## config.mk

```make
export PLATFORM = sky130hd
export DESIGN_NAME = serial_host_rx
export DESIGN_NICKNAME = d
export VERILOG_FILES = /design/src/rtl/shrx_pkg.sv /design/src/rtl/shrx_sync.sv /design/src/rtl/shrx_edge.sv /design/src/rtl/shrx_assembler.sv /design/src/rtl/serial_host_rx.sv
export SDC_FILE = /design/constraint.sdc
export NUM_CORES = 1
export LEC_CHECK = 0
export BUFFER_PORTS_ARGS = -buffer_cell sky130_fd_sc_hd__buf_2
export CORE_MARGIN = 2
export CORE_UTILIZATION = 54
export DETAILED_ROUTE_END_ITERATION = 8
export PLACE_DENSITY = 0.78
export SLEW_MARGIN = 20
export SYNTH_ARGS = -nofsm -noshare
export SYNTH_HDL_FRONTEND = slang
export SYNTH_HIERARCHICAL = 1
export SYNTH_SLANG_ARGS = --single-unit
```

## constraint.sdc

```tcl
create_clock -name clk -period 1.92 [get_ports clk]
set_clock_uncertainty 0.2 [all_clocks]
set_input_delay 0.192 -clock clk [delete_from_list [all_inputs] [get_ports clk]]
set_output_delay 0.192 -clock clk [all_outputs]
set_load 0.01 [all_outputs]
```

## src/rtl/shrx_pkg.sv

```systemverilog
package shrx_pkg;
    localparam int unsigned WORD_W = 8;
    localparam int unsigned CNT_W  = $clog2(WORD_W);
    localparam int unsigned PIN_N  = 5;

    typedef struct packed {
        logic [WORD_W-1:0] shift;
        logic [CNT_W-1:0]  cnt;
        logic [WORD_W-1:0] word;
        logic              tag;
        logic              vld;
    } asm_state_t;

    typedef struct packed {
        logic sck_prev;
        logic rise;
        logic active;
    } edge_state_t;
endpackage

```

## src/rtl/shrx_sync.sv

```systemverilog
module shrx_sync #(
    parameter int unsigned          W      = 1,
    parameter int unsigned          STAGES = 2,
    parameter logic [W-1:0]         RST    = '0
) (
    input  logic         clk,
    input  logic         rst_n,
    input  logic [W-1:0] d_i,
    output logic [W-1:0] q_o
);
    logic [W-1:0] pipe_q [STAGES];

    for (genvar s = 0; s < STAGES; s++) begin : g_stage
        if (s == 0) begin : g_first
            always_ff @(posedge clk or negedge rst_n) begin
                if (!rst_n) pipe_q[0] <= RST;
                else        pipe_q[0] <= d_i;
            end
        end else begin : g_next
            always_ff @(posedge clk or negedge rst_n) begin
                if (!rst_n) pipe_q[s] <= RST;
                else        pipe_q[s] <= pipe_q[s-1];
            end
        end
    end

    assign q_o = pipe_q[STAGES-1];
endmodule

```

## src/rtl/shrx_edge.sv

```systemverilog
module shrx_edge
    import shrx_pkg::*;
(
    input  logic clk,
    input  logic rst_n,
    input  logic sck_s,
    input  logic sel_n_s,
    input  logic sel_s,
    output logic rise_o,
    output logic active_o
);
    edge_state_t st_d, st_q;

    always_comb begin
        st_d          = st_q;
        st_d.sck_prev = sck_s;
        st_d.rise     = sck_s & ~st_q.sck_prev;
        st_d.active   = ~sel_n_s & sel_s;
    end

    always_ff @(posedge clk or negedge rst_n) begin
        if (!rst_n) st_q <= '0;
        else        st_q <= st_d;
    end

    assign rise_o   = st_q.rise;
    assign active_o = st_q.active;
endmodule

```

## src/rtl/shrx_assembler.sv

```systemverilog
module shrx_assembler
    import shrx_pkg::*;
(
    input  logic              clk,
    input  logic              rst_n,
    input  logic              active_i,
    input  logic              rise_i,
    input  logic              bit_i,
    input  logic              rs_i,
    output logic              vld_o,
    output logic [WORD_W-1:0] word_o,
    output logic              tag_o,
    output logic [CNT_W-1:0]  cnt_o
);
    localparam logic [CNT_W-1:0] CNT_LAST = CNT_W'(WORD_W - 1);

    asm_state_t st_d, st_q;
    logic [WORD_W-1:0] shifted;

    always_comb begin
        shifted  = {st_q.shift[WORD_W-2:0], bit_i};
        st_d     = st_q;
        st_d.vld = 1'b0;
        if (!active_i) begin
            st_d.shift = '0;
            st_d.cnt   = '0;
        end else if (rise_i) begin
            if (st_q.cnt == CNT_LAST) begin
                st_d.shift = '0;
                st_d.cnt   = '0;
                st_d.word  = shifted;
                st_d.tag   = rs_i;
                st_d.vld   = 1'b1;
            end else begin
                st_d.shift = shifted;
                st_d.cnt   = st_q.cnt + 1'b1;
            end
        end
    end

    always_ff @(posedge clk or negedge rst_n) begin
        if (!rst_n) st_q <= '0;
        else        st_q <= st_d;
    end

    assign vld_o  = st_q.vld;
    assign word_o = st_q.word;
    assign tag_o  = st_q.tag;
    assign cnt_o  = st_q.cnt;
endmodule

```

## src/rtl/serial_host_rx.sv

```systemverilog
module serial_host_rx
    import shrx_pkg::*;
#(
    parameter int unsigned SYNC_STAGES = 2
) (
    input  logic              clk,
    input  logic              rst_n,
    input  logic              sel_n_i,
    input  logic              sel_i,
    input  logic              sck_i,
    input  logic              sdi_i,
    input  logic              rs_i,
    output logic              byte_vld_o,
    output logic [WORD_W-1:0] byte_o,
    output logic              is_data_o
);
    logic [PIN_N-1:0] pins_raw, pins_s;
    logic sck_s, sdi_s, rs_s, sel_n_s, sel_s;
    logic sck_rise, sel_active;
    logic [CNT_W-1:0] asm_cnt;

    assign pins_raw = {sck_i, sdi_i, rs_i, sel_n_i, sel_i};

    shrx_sync #(
        .W      (PIN_N),
        .STAGES (SYNC_STAGES),
        .RST    (PIN_N'(5'b00010))
    ) u_sync (
        .clk   (clk),
        .rst_n (rst_n),
        .d_i   (pins_raw),
        .q_o   (pins_s)
    );

    assign {sck_s, sdi_s, rs_s, sel_n_s, sel_s} = pins_s;

    // Data and select travel one cycle behind the pins too, so the
    // edge strobe and the sampled bit stay aligned.
    logic sdi_d, sdi_q, rs_d, rs_q;
    always_comb begin
        sdi_d = sdi_s;
        rs_d  = rs_s;
    end
    always_ff @(posedge clk or negedge rst_n) begin
        if (!rst_n) begin
            sdi_q <= 1'b0;
            rs_q  <= 1'b0;
        end else begin
            sdi_q <= sdi_d;
            rs_q  <= rs_d;
        end
    end

    shrx_edge u_edge (
        .clk      (clk),
        .rst_n    (rst_n),
        .sck_s    (sck_s),
        .sel_n_s  (sel_n_s),
        .sel_s    (sel_s),
        .rise_o   (sck_rise),
        .active_o (sel_active)
    );

    shrx_assembler u_asm (
        .clk      (clk),
        .rst_n    (rst_n),
        .active_i (sel_active),
        .rise_i   (sck_rise),
        .bit_i    (sdi_q),
        .rs_i     (rs_q),
        .vld_o    (byte_vld_o),
        .word_o   (byte_o),
        .tag_o    (is_data_o),
        .cnt_o    (asm_cnt)
    );
endmodule

```

; ---- Yosys cells after proc, flatten, opt, wreduce, memory -nomap -nowiden
; Index checks and enable logic that the tools add are counted.
[word_totals]
reg_bits = 35
in_bits = 7
out_inout_bits = 10
wordCells = 25
[op_classes]
addsub = 1
n_eq_ne = 2
n_mux = 5
bitwise = 4
n_reduce_logical = 1
[ops]
columns = op, count
row1 = $mux 10, 3
row2 = $mux 20, 1
row3 = $add 3x1->3 const B, 1
row4 = $eq 3x3->1 const B, 1
row5 = $reduce_and 3->1, 1
row6 = $and 1x1->1, 2
row7 = $ne 2x1->1 const B, 1
row8 = $not 1->1, 2
row9 = $mux 1, 1

; ---- Logic depth before layout (Yosys ltp)
[logic_depth]
depth_word = 4
ltp_mapped = 4
ltp_nobuf = 4

; ---- Cells and area by module
; Netlist, hierarchy kept.
[by_module_without_submodules]
columns = module, instances, cells_per_inst, area_each_um2, seq_area_each_um2
row1 = shrx_assembler, 1, 65, 853.3, 500.5
row2 = shrx_sync, 1, 15, 290.3, 252.7
row3 = shrx_edge, 1, 5, 102.6, 75.1
row4 = serial_host_rx, 1, 2, 50.0, 50.0

; ---- Worst setup path after synthesis
; Ideal clock, no wire load.
[synth_timing]
path_type = register to register
from = register u_asm.st_q (netlist bit u_asm/cnt_o[0])
to = register u_asm.st_q (netlist bit u_asm/tag_o)
setup_time_ns = 0.125
arrival_time_ns = 1.270
required_time_ns = 1.595
path_slack_ns = 0.325
stages_incl_launch_ff = 5
n_path_buf = 0
synth_period_minus_slack_ns = 1.595
path_cell_list = dfrtp_1 -> ha_1 -> ha_1 -> nand3_2 -> mux2_2
[synth_between]
elab_chain_cells = 2
[synth_rtl]
columns = item, line_no
row1 = start: declaration, shrx_assembler.sv:17  ; asm_state_t st_d, st_q;
row2 = start signal: assignment, shrx_assembler.sv:43  ; else st_q <= st_d;
row3 = $eq 3x3->1, shrx_assembler.sv:28  ; if (st_q.cnt == CNT_LAST) begin
row4 = $reduce_and 3->1 (no source line), --
; No other way between the ends.
; A chain may end at the register's enable or synchronous reset.

; ---- Final worst setup path
[layout_timing]
from = register u_asm.st_q (netlist bit u_asm/cnt_o[0])
to = register u_asm.st_q (netlist bit u_asm/word_o[4])
; Same word-level chain as after synthesis.

==> flow_summary.ini <==
[floorplanning]
fp.dieH_um = 53.0
ios = 17
die_width_um = 53.0
dieArea_um2 = 2810
core_um2 = 2230
rows = 17
initial_core_util_pct = 58.0

[layout]
nNetsFinal = 120
syn_to_final_growth_pct = 14.5
diodes = 0
drive_gt1_share_pct = 35.1

[run_status]
outcome = completed

[yosys]
syn-num-nets = 97
synthArstFlopShare_pct = 100
synth_edf_count = 0
syn-cell-area_um2 = 1300
ys_ff_latch = 35
ys_top_cells_by_area = dfrtp_1 (64%), mux2_2 (7.8%), buf_4 (4.1%), dfstp_2 (4.1%), nand3b_1 (4.1%)
ys_types = 15
synthMostInstantiatedCell = dfrtp_1
ys_seq_area_share_pct = 67.8
synth.avg_cell_area_um2 = 14.9
synth_flop_cell = dfrtp_1
yosysTopAreaCell = dfrtp_1
yosys_warnings = 6
syn_inst = 87
synthTopCellsByCount = dfrtp_1 (33), mux2_2 (9), a21oi_1 (8), nand2b_1 (8)
netlist.area_leader.share_pct = 63.7

[clock_network]
path_clk_slew_ns = 0.11
post-cts-setup-buffers = 0
htree_levels = 2
numCtsBuffers = 5
clockRootBuffer = clkbuf_4
tritoncts = yes
clkLatencyLatePin_ns = 0.32
clockBufferDepth = 2
clkSinkCount = 35

[setup_path]
cpPeakStageDelay_ns = 0.41
crit_type = reg2reg
crit_arrival_ns = 1.75
cp_slowest_cell = dfrtp_1
crit_path_start_kind = register
crit_required_ns = 1.93
crit_top_cell = ha_1
crit_chain = ha_1 -> ha_1 -> nand3_2 -> mux2_2
reg2reg_slack_ns = 0.19
crit_path_end_kind = register
critPathMaxFanout = 9

[sta]
rsz0062_at_grt = false
setup_viol = 0
worst_pin_slew_ns = 0.717
layout_min_cycle_time_ns = 1.73
slew_violations = 0
tns_ns = 0
final.setup.worst_slack_ns = 0.188
slew_headroom_pct = 52.2
hold_slack_ns = 0.159
min_period_over_period_pct = 90.2
clock.fmax_mhz = 577
final_hold_viol_count = 0

[global_route]
grt_max_degree = 36
grt.total_usage_pct = 16.5
grt_antenna_before_repair = 0
grt_overflow_total = 0
grt_pass1_wl_mm = 3.15
grt_pass1_vias = 706

[power]
internal_power_uw = 918
power_frac_seq_pct = 64.3
power.density_nw_per_um2 = 802
swShare_pct = 22.9
combPwrFrac_pct = 3.9
p_switching_uw = 273
ir_worst_vdd_uv = 573
p_leak_nw = 0.730
p_clk_share_pct = 31.8

[detailed_routing]
drc_errors = 0
num_vias = 714
ant_nets = 0
wirelength_mm = 1.80
first_pass_iters = 4
wl_per_cell_um = 13.0
drt_iter0_markers = 10
via_per_inst = 5.14

[placed_design]
place.gp.congestion = 0.662
place.port_buffers = 16
dp_slack_ns = 0.208
dpl.hpwl_mm = 1.16

[job]
drv_cap = 0

[hold_path]
min_path_type = reg2reg
[through the flow]
stage | utilization, % | instances | instance area, um2 | power (mW)
6_report | 66.4 | 139 | 1480 | 1.19
3_5_place_dp | 61.2 | 125 | 1370 | 0.818
4_1_cts | 66.4 | 139 | 1480 | 1.21
3_3_place_gp | 61.2 | 125 | 1370 | 0.815
5_1_grt | 66.4 | 139 | 1480 | 1.25
2_1_floorplan | - | 87 | 1300 | 0.802
[placed cells by master (no fill, tap or decap)]
cell type	netlist	final
clkbuf_4	0	5
clkinv_1	1	1
nand2b_1	8	8
dfstp_2	2	2
clkinvlp_4	0	2
dfrtp_1	33	33
dlygate4sd3_1	0	6
nand3_2	1	1
clkinv_2	0	1
a21oi_1	8	8
buf_4	7	1
nor2b_4	2	2
mux2_2	9	9
buf_2	0	16
and3_1	1	1
ha_1	3	3
nand3b_1	7	7
nor2_1	2	2
or3b_1	1	1
mux2i_1	2	2
[layout make-up]
type                            instances  area (um2)
Timing Repair Buffer                   23         148
Clock inverter                          3        20.0
Clock buffer                            5        37.5
Fill cell                             160         749
Multi-Input combinational cell         44         362
Inverter                                1        3.75
Sequential cell                        35         878
Tap cell                               28        35.0
[routing by layer]
| layer | part of all wire, % | wire [um] | global-route usage (%) | vias up |
|---|---|---|---|---|
| li1 | - | - | - | 334 |
| met1 | 45 | 807 | 20.1 | 353 |
| met2 | 49 | 885 | 26.5 | 24 |
| met3 | 4.8 | 86 | 5.08 | 3 |
| met4 | 1.2 | 21 | 8.12 | 0 |
| met5 | 0 | 0 | 0 | - |
[critical path, delay by kind of cell (launching register included)]
| kind | cells | cell delay, ns |
|---|---|---|
| mux | 1 | 0.37 |
| fa+ha+maj | 2 | 0.43 |
| flops | 1 | 0.41 |
| simple gates | 1 | 0.20 |
[power by group through the flow]
stage               sequential (mW)  clock (mW)  combinational [mW]
floorplan                     0.776           0              0.0263
CTS                           0.766       0.394              0.0466
global placement              0.779           0              0.0363
finish                        0.765       0.379              0.0458
detailed placement            0.780           0              0.0374
global route                  0.768       0.426              0.0521
[flip-flops by register name, indices dropped and copies added, names as in the netlist]
register         flops
u_asm/cnt_o          3
rs_q                 1
u_sync/pipe_q        5
u_sync/q_o           5
u_edge/rise_o        1
u_asm/vld_o          1
u_asm/word_o         8
u_edge/active_o      1
u_asm/tag_o          1
sdi_q                1
u_asm/shifted        7
u_edge/st_q          1
[kinds of logic (layout without fill, tap and decap cells)]
kind of cell	count (synthesis)	count (layout)	synth area share (%)
compound gates	8	8	3.09
flops	35	35	67.8
simple gates	22	22	12.5
mux	11	11	9.36
fa+ha+maj	3	3	2.90
buf+inv	8	32	4.34
[timing repair]
item / 4_1_cts / 5_1_grt
gates resized for setup: 0 / 0
hold buffers: 6 / 0
hold endpoints to repair: 38 / 0
[final timing paths]
kind	from	to	depth (start not counted)
min in group asynchronous	rst_n	u_asm/word_o[3]	2
setup / recovery	u_asm/cnt_o[0]	u_asm/word_o[4]	4
max in group asynchronous	rst_n	u_edge/active_o	2
setup reg to reg	u_asm/cnt_o[0]	u_asm/word_o[4]	4
hold / removal	u_sync/q_o[2]	rs_q	0
hold reg to reg	u_sync/q_o[2]	rs_q	0
(Power assumes the default switching activity.)
